<file path="config.mk">
export PLATFORM = sky130hd
export DESIGN_NAME = interval_timer
export DESIGN_NICKNAME = d
export VERILOG_FILES = /design/src/rtl/timer_pkg.sv /design/src/rtl/timer_ctrl.sv /design/src/rtl/timer_datapath.sv /design/src/rtl/interval_timer.sv
export SDC_FILE = /design/constraint.sdc
export NUM_CORES = 1
export LEC_CHECK = 0
export BUFFER_PORTS_ARGS = -buffer_cell sky130_fd_sc_hd__clkbuf_2
export CORE_MARGIN = 3
export CORE_UTILIZATION = 55
export DETAILED_ROUTE_END_ITERATION = 12
export GPL_ROUTABILITY_DRIVEN = 0
export PLACE_DENSITY = 0.77
export SKIP_LAST_GASP = 1
export SYNTH_ARGS = -nofsm -noshare
export SYNTH_HDL_FRONTEND = slang
export SYNTH_SLANG_ARGS = --single-unit
</file>
<file path="constraint.sdc">
create_clock -name clk -period 9.9 [get_ports clk]
set_input_delay 0.99 -clock clk [delete_from_list [all_inputs] [get_ports clk]]
set_output_delay 0.99 -clock clk [all_outputs]
set_load 0.1 [all_outputs]
</file>
<file path="src/rtl/timer_pkg.sv">
package timer_pkg;
  localparam int ADDR_W = 2;
  localparam logic [ADDR_W-1:0] ADDR_CTRL = 2'd3;

  // control byte bit positions (status read reuses 7 and 0)
  localparam int BIT_IRQ_EN   = 7;
  localparam int BIT_LOAD_NOW = 6;
  localparam int BIT_AUTO     = 5;
  localparam int BIT_SEL_HI   = 4;
  localparam int BIT_UP       = 3;
  localparam int BIT_PIN      = 2;
  localparam int BIT_SEL_LO   = 0;

  typedef enum logic [1:0] {
    SEL_DIV_LO   = 2'b00,
    SEL_EXT_RISE = 2'b01,
    SEL_DIV_HI   = 2'b10,
    SEL_EXT_FALL = 2'b11
  } clk_sel_e;

  typedef struct packed {
    logic     irqEn;
    logic     loadNow;
    logic     autoReload;
    logic     countUp;
    logic     pinLevel;
    clk_sel_e clkSel;
  } ctrl_fields_t;

  // strobes from control to datapath
  typedef struct packed {
    logic              tick;
    logic              loadNow;
    logic              countUp;
    logic              autoReload;
    logic              reloadWr;
    logic [ADDR_W-1:0] byteSel;
  } strobe_t;
endpackage

</file>
<file path="src/rtl/timer_ctrl.sv">
module timer_ctrl
  import timer_pkg::*;
#(
  parameter int DIV_LO      = 16,
  parameter int DIV_HI      = 256,
  parameter int SYNC_STAGES = 2
) (
  input  logic              clk,
  input  logic              rstN,
  input  logic              ctrlWr,
  input  ctrl_fields_t      ctrlIn,
  input  logic              statusRd,
  input  logic              reloadWr,
  input  logic [ADDR_W-1:0] byteSel,
  input  logic              extClkIn,
  input  logic              tcEvent,
  output strobe_t           strb,
  output logic              irqEn,
  output logic              pendingFlag,
  output logic              pinOut
);
  localparam int PRE_W = $clog2(DIV_HI);
  localparam logic [PRE_W-1:0] LO_MASK = PRE_W'(DIV_LO - 1);
  localparam logic [PRE_W-1:0] HI_LAST = PRE_W'(DIV_HI - 1);

  logic [PRE_W-1:0]       presc;
  logic [SYNC_STAGES-1:0] syncChain;
  logic                   syncPrev;
  logic                   extNow, extRise, extFall;
  logic                   divTickLo, divTickHi, tick;
  logic                   autoReload, countUp;
  clk_sel_e               clkSel;

  // prescaler restarts on every control write
  always_ff @(posedge clk) begin
    if (!rstN)       presc <= '0;
    else if (ctrlWr) presc <= '0;
    else             presc <= presc + 1'b1;
  end

  assign divTickLo = (presc & LO_MASK) == LO_MASK;
  assign divTickHi = presc == HI_LAST;

  generate
    if (SYNC_STAGES > 1) begin : g_sync_multi
      always_ff @(posedge clk) begin
        if (!rstN) syncChain <= '0;
        else       syncChain <= {syncChain[SYNC_STAGES-2:0], extClkIn};
      end
    end else begin : g_sync_single
      always_ff @(posedge clk) begin
        if (!rstN) syncChain <= '0;
        else       syncChain <= extClkIn;
      end
    end
  endgenerate

  always_ff @(posedge clk) begin
    if (!rstN) syncPrev <= 1'b0;
    else       syncPrev <= extNow;
  end

  assign extNow  = syncChain[SYNC_STAGES-1];
  assign extRise = extNow & ~syncPrev;
  assign extFall = ~extNow & syncPrev;

  always_comb begin
    unique case (clkSel)
      SEL_DIV_LO:   tick = divTickLo;
      SEL_DIV_HI:   tick = divTickHi;
      SEL_EXT_RISE: tick = extRise;
      default:      tick = extFall;
    endcase
  end

  always_ff @(posedge clk) begin
    if (!rstN) begin
      irqEn      <= 1'b0;
      autoReload <= 1'b0;
      countUp    <= 1'b0;
      clkSel     <= SEL_DIV_LO;
      pinOut     <= 1'b0;
    end else if (ctrlWr) begin
      irqEn      <= ctrlIn.irqEn;
      autoReload <= ctrlIn.autoReload;
      countUp    <= ctrlIn.countUp;
      clkSel     <= ctrlIn.clkSel;
      pinOut     <= ctrlIn.pinLevel;
    end else if (tcEvent) begin
      pinOut     <= ~pinOut;
    end
  end

  // a new terminal count wins over the acknowledge
  always_ff @(posedge clk) begin
    if (!rstN)         pendingFlag <= 1'b0;
    else if (tcEvent)  pendingFlag <= 1'b1;
    else if (statusRd) pendingFlag <= 1'b0;
  end

  always_comb begin
    strb.tick       = tick;
    strb.loadNow    = ctrlWr & ctrlIn.loadNow;
    strb.countUp    = countUp;
    strb.autoReload = autoReload;
    strb.reloadWr   = reloadWr;
    strb.byteSel    = byteSel;
  end
endmodule

</file>
<file path="src/rtl/timer_datapath.sv">
module timer_datapath
  import timer_pkg::*;
#(
  parameter int CNT_W = 24
) (
  input  logic             clk,
  input  logic             rstN,
  input  strobe_t          strb,
  input  logic [7:0]       wrData,
  output logic [CNT_W-1:0] count,
  output logic             tcEvent
);
  localparam int NUM_BYTES = CNT_W / 8;

  logic [CNT_W-1:0] reloadVal;
  logic [CNT_W-1:0] stepped;

  assign stepped = strb.countUp ? count + 1'b1 : count - 1'b1;
  assign tcEvent = strb.tick && !strb.loadNow && (stepped == '0);

  always_ff @(posedge clk) begin
    if (!rstN) begin
      reloadVal <= '0;
    end else if (strb.reloadWr) begin
      for (int b = 0; b < NUM_BYTES; b++) begin
        if (strb.byteSel == ADDR_W'(b)) reloadVal[8*b +: 8] <= wrData;
      end
    end
  end

  always_ff @(posedge clk) begin
    if (!rstN)                              count <= '0;
    else if (strb.loadNow)                  count <= reloadVal;
    else if (tcEvent && strb.autoReload)    count <= reloadVal;
    else if (strb.tick)                     count <= stepped;
  end
endmodule

</file>
<file path="src/rtl/interval_timer.sv">
module interval_timer
  import timer_pkg::*;
#(
  parameter int CNT_W       = 24,
  parameter int DIV_LO      = 16,
  parameter int DIV_HI      = 256,
  parameter int SYNC_STAGES = 2
) (
  input  logic              clk,
  input  logic              rstN,
  input  logic [ADDR_W-1:0] busAddr,
  input  logic              busWrEn,
  input  logic              busRdEn,
  input  logic [7:0]        busWrData,
  output logic [7:0]        busRdData,
  input  logic              extClkIn,
  output logic              pinOut,
  output logic              irqOut
);
  localparam int NUM_BYTES = CNT_W / 8;

  ctrl_fields_t     ctrlIn;
  strobe_t          strb;
  logic             ctrlWr, statusRd, reloadWr;
  logic             tcEvent, irqEn, pendingFlag;
  logic [CNT_W-1:0] count;

  assign ctrlWr   = busWrEn && (busAddr == ADDR_CTRL);
  assign reloadWr = busWrEn && (busAddr != ADDR_CTRL);
  assign statusRd = busRdEn && (busAddr == ADDR_CTRL);

  always_comb begin
    ctrlIn.irqEn      = busWrData[BIT_IRQ_EN];
    ctrlIn.loadNow    = busWrData[BIT_LOAD_NOW];
    ctrlIn.autoReload = busWrData[BIT_AUTO];
    ctrlIn.countUp    = busWrData[BIT_UP];
    ctrlIn.pinLevel   = busWrData[BIT_PIN];
    ctrlIn.clkSel     = clk_sel_e'({busWrData[BIT_SEL_HI], busWrData[BIT_SEL_LO]});
  end

  timer_ctrl #(
    .DIV_LO(DIV_LO), .DIV_HI(DIV_HI), .SYNC_STAGES(SYNC_STAGES)
  ) u_ctrl (
    .clk(clk), .rstN(rstN), .ctrlWr(ctrlWr), .ctrlIn(ctrlIn),
    .statusRd(statusRd), .reloadWr(reloadWr), .byteSel(busAddr),
    .extClkIn(extClkIn), .tcEvent(tcEvent), .strb(strb),
    .irqEn(irqEn), .pendingFlag(pendingFlag), .pinOut(pinOut)
  );

  timer_datapath #(.CNT_W(CNT_W)) u_dp (
    .clk(clk), .rstN(rstN), .strb(strb), .wrData(busWrData),
    .count(count), .tcEvent(tcEvent)
  );

  always_comb begin
    busRdData = {irqEn, 6'b0, pendingFlag};
    for (int b = 0; b < NUM_BYTES; b++) begin
      if (busAddr == ADDR_W'(b)) busRdData = count[8*b +: 8];
    end
  end

  assign irqOut = irqEn && pendingFlag;
endmodule

</file>
# Yosys cells after proc, flatten, opt, wreduce, memory -nomap -nowiden
# Cells that the tools add are included.
[totals]
rom_bits = 0
wordCells = 61
register_bits = 66
mem_count = 0
latchBits = 0
mem_bits_rw = 0
[op_classes]
n_mux = 12
multipliers = 0
n_shift = 0
n_reduce_logical = 18
div_mod_pow = 0
n_addsub = 3
eq_ne = 8
bitwise_logic = 7
order_cmp = 0
[ops]
columns = ["operator", "count"]
rows = [
  ["2-to-1 mux 24 bit", 4],
  ["adder 24 x 1 -> 24 bit (second input constant)", 1],
  ["logical NOT 24 bit", 1],
  ["2-to-1 mux 8 bit", 3],
  ["subtractor 24 x 1 -> 24 bit (second input constant)", 1],
  ["adder 8 x 1 -> 8 bit (second input constant)", 1],
  ["equality test 8 bit (second input constant)", 1],
  ["logical AND 1 bit", 7],
  ["equality test 2 bit (second input constant)", 3],
  ["AND reduction 2 bit", 3],
  ["equality test 2 x 1 -> 1 bit (second input constant)", 2],
  ["equality test 4 bit (second input constant)", 1],
  ["logical NOT 2 bit", 2],
  ["2-to-1 mux 1 bit", 4],
  ["NOT 1 bit", 4],
  ["nonzero test 2 bit", 2],
  ["bitwise AND 1 bit", 3],
  ["case mux 1 bit (3 select lines)", 1],
  ["nonzero test 3 bit", 1],
  ["inequality test 2 bit (second input constant)", 1],
  ["OR reduction 2 bit", 1],
  ["logical NOT 1 bit", 1],
]

# Depth between registers and ports, before layout
[logic_depth]
depth_word = 9
mapped_depth = 15
depth_no_buf = 12

# Modules after synthesis
# From an unflattened synthesis, not the netlist that was laid out.
[hier_totals]
cells_unflattened = 545
hier_area_um2 = 4480.5
[by_module_without_submodules]
columns = ["mod", "area_per_inst_um2", "cells_each", "n_inst"]
rows = [
  ["timer_datapath", 3527.1, 445, 1],
  ["timer_ctrl", 744.5, 79, 1],
  ["interval_timer", 209.0, 21, 1],
]

# Least setup slack after synthesis
# Ideal clock, no wire load.
[synth_path]
kind = "input-to-output"
from = "in busAddr[0]"
to = "out busRdData[1]"
setup_slack_ns = 5.284
path_stages = 3
required_ns = 8.910
t_arrival_ns = 3.626
path_cell_list = "buf_1 > mux2i_1 > o21ai_0"
[synth_via]
elab_chain_cells = 4
word_cells_on_any_way = 6
classes_between = "eq/ne (2); mux (3); reduce/logical (1)"
[synth_rtl]
columns = ["element", "line", "text"]
rows = [
  ["start: declaration", "interval_timer.sv:11", "input logic [ADDR_W-1:0] busAddr,"],
  ["logical NOT 2 bit", "interval_timer.sv:58", "if (busAddr == ADDR_W'(b)) busRdData = count[8*b +: 8];"],
  ["2-to-1 mux 8 bit (2 in series)", "interval_timer.sv:58", ""],
  ["2-to-1 mux 8 bit (*)", "interval_timer.sv:58", ""],
  ["end: declaration", "interval_timer.sv:15", "output logic [7:0] busRdData,"],
]
# Mark *: on every way between the ends. The rest lies on a longest branch, timed or not.

# Final worst setup path
[layout_path]
from = "reg u_ctrl.countUp"
to = "reg u_dp.count[18]"
[layout_via]
elab_chain_cells = 6
word_cells_on_any_way = 8
classes_between = "mux (4); reduce/logical (4)"
[layout_rtl]
columns = ["element", "line", "text"]
rows = [
  ["start: declaration", "timer_ctrl.sv:31", "logic autoReload, countUp;"],
  ["start signal: assignment", "timer_ctrl.sv:86", "countUp <= ctrlIn.countUp;"],
  ["2-to-1 mux 24 bit (*)", "timer_datapath.sv:18", "assign stepped = strb.countUp ? count + 1'b1 : count - 1'b1;"],
  ["logical NOT 24 bit", "timer_datapath.sv:19", "assign tcEvent = strb.tick && !strb.loadNow && (stepped == '0);"],
  ["logical AND 1 bit", "timer_datapath.sv:19", ""],
  ["logical AND 1 bit", "timer_datapath.sv:34", "else if (tcEvent && strb.autoReload) count <= reloadVal;"],
  ["2-to-1 mux 24 bit", "timer_datapath.sv:34", ""],
  ["2-to-1 mux 24 bit", "timer_datapath.sv:33", "else if (strb.loadNow) count <= reloadVal;"],
  ["end signal: assignment", "timer_datapath.sv:33", ""],
  ["end signal: assignment", "timer_datapath.sv:34", ""],
  ["end signal: assignment", "timer_datapath.sv:35", "else if (strb.tick) count <= stepped;"],
  ["end: declaration", "timer_datapath.sv:10", "output logic [CNT_W-1:0] count,"],
]
# Mark *: on every way between the ends. The rest lies on a longest branch, timed or not. The select of a mux whose other input is x is not followed.
# A chain may end at the register's enable or synchronous reset.

==> out/metrics.cfg <==
[global_route]
grt.total_usage=0.272
grt_pass1_vias=3818
grt_start_max_net_pins=50
antenna_found_initial=0
grt_pass1_wl_mm=19.1
overflow=0

[min_path]
hold_path.class=flip-flop to flip-flop

[route]
vias=4216
top_layer=met4
routed_wl_mm=12.1
wl_met1_mm=5.00
vias_per_cell=6.45
route.met2.wl_mm=5.74
post_drt_wl_per_cell_um=18.4
dr.first_iter.drc_count=448
wl_met3_mm=1.02
drtAntennaViolNets=0
drc=0
first_pass_iters=5

[timing]
finClkSkew_ns=0.0122
slew_violations=0
hold_viol=0
tightest_slew_ns=1.02
setup_tns_ns=0
period_needed_ns=4.99
clock.fmax_ghz=0.200
relSlewSlack=0.317
rsz0062_at_grt=no
finalSetupViolCount=0
period_share=0.504
whs_ns=0.449

[placement]
dpl.cell_count=638
dp_hpwl_mm=9.01
port_buffers=24
placed_area_mm2=0.00452

[clock_tree]
post_cts_resize_count=0
worstSkewPairLatency_ns=0.35
postCtsHoldBufs=0
tritoncts=yes
cts_sinks=66
htreeDepth=3
postCtsSetupBuffers=0
cts.clk_slew.worst_paths_ns=0.08
root_buffer=clkbuf_8
cts_buffers=9
clk_path_buf_depth=2

[setup_path]
cpPeakStageDelay_ns=0.90
endpoint=u_dp.count[18]
cp_max_fo=27
cp-start-kind=flip-flop
rr_worst_depth=12
slowest_stage=or4b_1
r2r_start=u_ctrl.countUp
arrival_ns=5.26
cp-startpoint=u_ctrl.countUp
path_cells=inv_1 > ha_1 > a21o_1 > a31oi_1 > a2111oi_2 > o21ai_0 > a22oi_1 > o2111ai_1 > nand4b_1 > or4b_1 > nand2_1 > mux2i_1
path_class=flip-flop to flip-flop
r2r_slack_ns=4.91
r2r-end=u_dp.count[18]
cp.required_ns=10.17
crit_path_end_kind=flip-flop

[power_and_ir_drop]
peakVddDrop_mv=0.107
p_leak_uw=0.00197
pwr_density_cell_mw_per_mm2=144

[floorplanning]
die-area_mm2=0.00906
rows=31
coreArea_mm2=0.00749
ios=25
die_x_um=95.2
start_util=0.585
die_h_um=95.2

[synth]
synth_area_leaders=dfxtp_1 30%, a21oi_1 7.4%, mux2i_1 7.3%
synth.cell_area_mm2=0.00438
ys_warn_count=0
synthFlopType=dfxtp_1
synth_edf_count=0
ys_seq_area_frac=0.302
synth.avg_cell_area_um2=8.06
ys_top_cells_by_count=71 x nand2_1, 66 x dfxtp_1, 65 x a21oi_1
ys_ff_latch=66
syn-num-nets=583
netlist_instances=543
synthArstFlopShare=0
synth.most_common_cell=nand2_1
synth.distinct_cells=67
yosys.area.top_type=dfxtp_1
post-synth-top-area-fraction=0.302

[cells_and_area]
area_delta_synth_final_pct=7.83
diodes=0
fill_cells=648
design_area_mm2=0.00472
stdcell_count=654
drive_gt1_frac=0.114
nNetsFinal=590

[status]
status=finished clean

[job]
drv_cap=0

## cell type report
cell class	instances	area [µm²]	area share
Sequential cell	66	1320	0.280
Clock inverter	6	66.3	0.0141
Timing Repair Buffer	27	143	0.0302
Tap cell	99	124	0.0262
Multi-Input combinational cell	438	2900	0.614
Inverter	8	30.0	0.00636
Clock buffer	10	138	0.0292
## power by group
group | switching, µW | total [µW] | leakage [µW] | internal, µW
registers | 7.75 | 282 | 0.000536 | 274
clock network | 107 | 230 | 0.000106 | 123
logic | 108 | 168 | 0.00132 | 60.3
## cells by family after synthesis
| kind of cell | count (synthesis) | synth area share |
|---|---|---|
| compound gates | 165 | 0.257 |
| xor+xnor | 17 | 0.0340 |
| fa+ha+maj | 25 | 0.0732 |
| buf+inv | 39 | 0.0369 |
| flops | 66 | 0.302 |
| mux | 35 | 0.0860 |
| simple gates | 196 | 0.211 |
## layer usage
layer,vias to the layer above,track usage
met5,-,0
met4,0,0.0901
met3,33,0.0537
met2,199,0.438
met1,1968,0.363
li1,2016,-
## how the worst min path moves through the flow
stage                             start  slack [ns]  depth (start not counted)             endpoint
CTS                 u_ctrl.syncChain[0]        0.45                          1  u_ctrl.syncChain[1]
global placement    u_ctrl.syncChain[0]        0.41                          1  u_ctrl.syncChain[1]
floorplan           u_ctrl.syncChain[0]        0.41                          1  u_ctrl.syncChain[1]
global route        u_ctrl.syncChain[0]        0.46                          1  u_ctrl.syncChain[1]
finish                  u_ctrl.presc[0]        0.45                          1      u_ctrl.presc[0]
detailed placement  u_ctrl.syncChain[0]        0.44                          1  u_ctrl.syncChain[1]
## per-stage QoR
| step | power [µW] | setup slack (ns) | util |
|---|---|---|---|
| 6_report | 681 | 4.91 | 0.630 |
| 5_1_grt | 710 | 4.59 | 0.630 |
| 4_1_cts | 679 | 5.08 | 0.630 |
| 3_5_place_dp | 451 | 4.83 | 0.603 |
| 3_3_place_gp | 448 | 5.02 | 0.603 |
| 2_1_floorplan | 412 | 5.28 | - |
## registers in the layout, summed over array words and instances (netlist names)
register and flops:
u_dp.count 24, u_dp.reloadVal 24, u_ctrl.presc 8, u_ctrl.clkSel 2, u_ctrl.syncChain 2, u_ctrl.autoReload 1
u_ctrl.countUp 1, u_ctrl.irqEn 1, u_ctrl.pendingFlag 1, u_ctrl.pinOut 1, u_ctrl.syncPrev 1
## layout by cell type (no fill, tap or decap), types with 3 or more instances in the layout
cell type and count:
o21ai_1 3, nand4_1 9, nand3_1 24, o21a_1 3, nor4_1 4, and3_1 3
ha_1 24, inv_1 8, a211oi_2 7, a21o_1 12, dfxtp_1 66, o22ai_1 4
a211oi_1 4, a31oi_1 3, mux2i_1 32, nor2_1 48, a21oi_1 64, a21oi_2 3
a21boi_0 3, xor2_1 9, clkbuf_2 24, clkbuf_8 10, xnor2_1 8, clkinv_4 3
or3_1 7, o21ai_0 24, nor3_1 4, a311oi_1 9, nand2_1 71, and2_1 8
buf_4 3
## critical path: cells and delay by family, from the launching register on
family / cells / cell delay, ns
multiplexers: 1 / 0.25
AND/OR/NAND/NOR: 3 / 1.57
AO/OA/AOI/OAI: 6 / 1.65
buffers and inverters: 1 / 0.42
adder cells (fa/ha/maj): 1 / 0.59
flip-flops: 1 / 0.45
No activity file was read; power rests on OpenSTA's default activity.
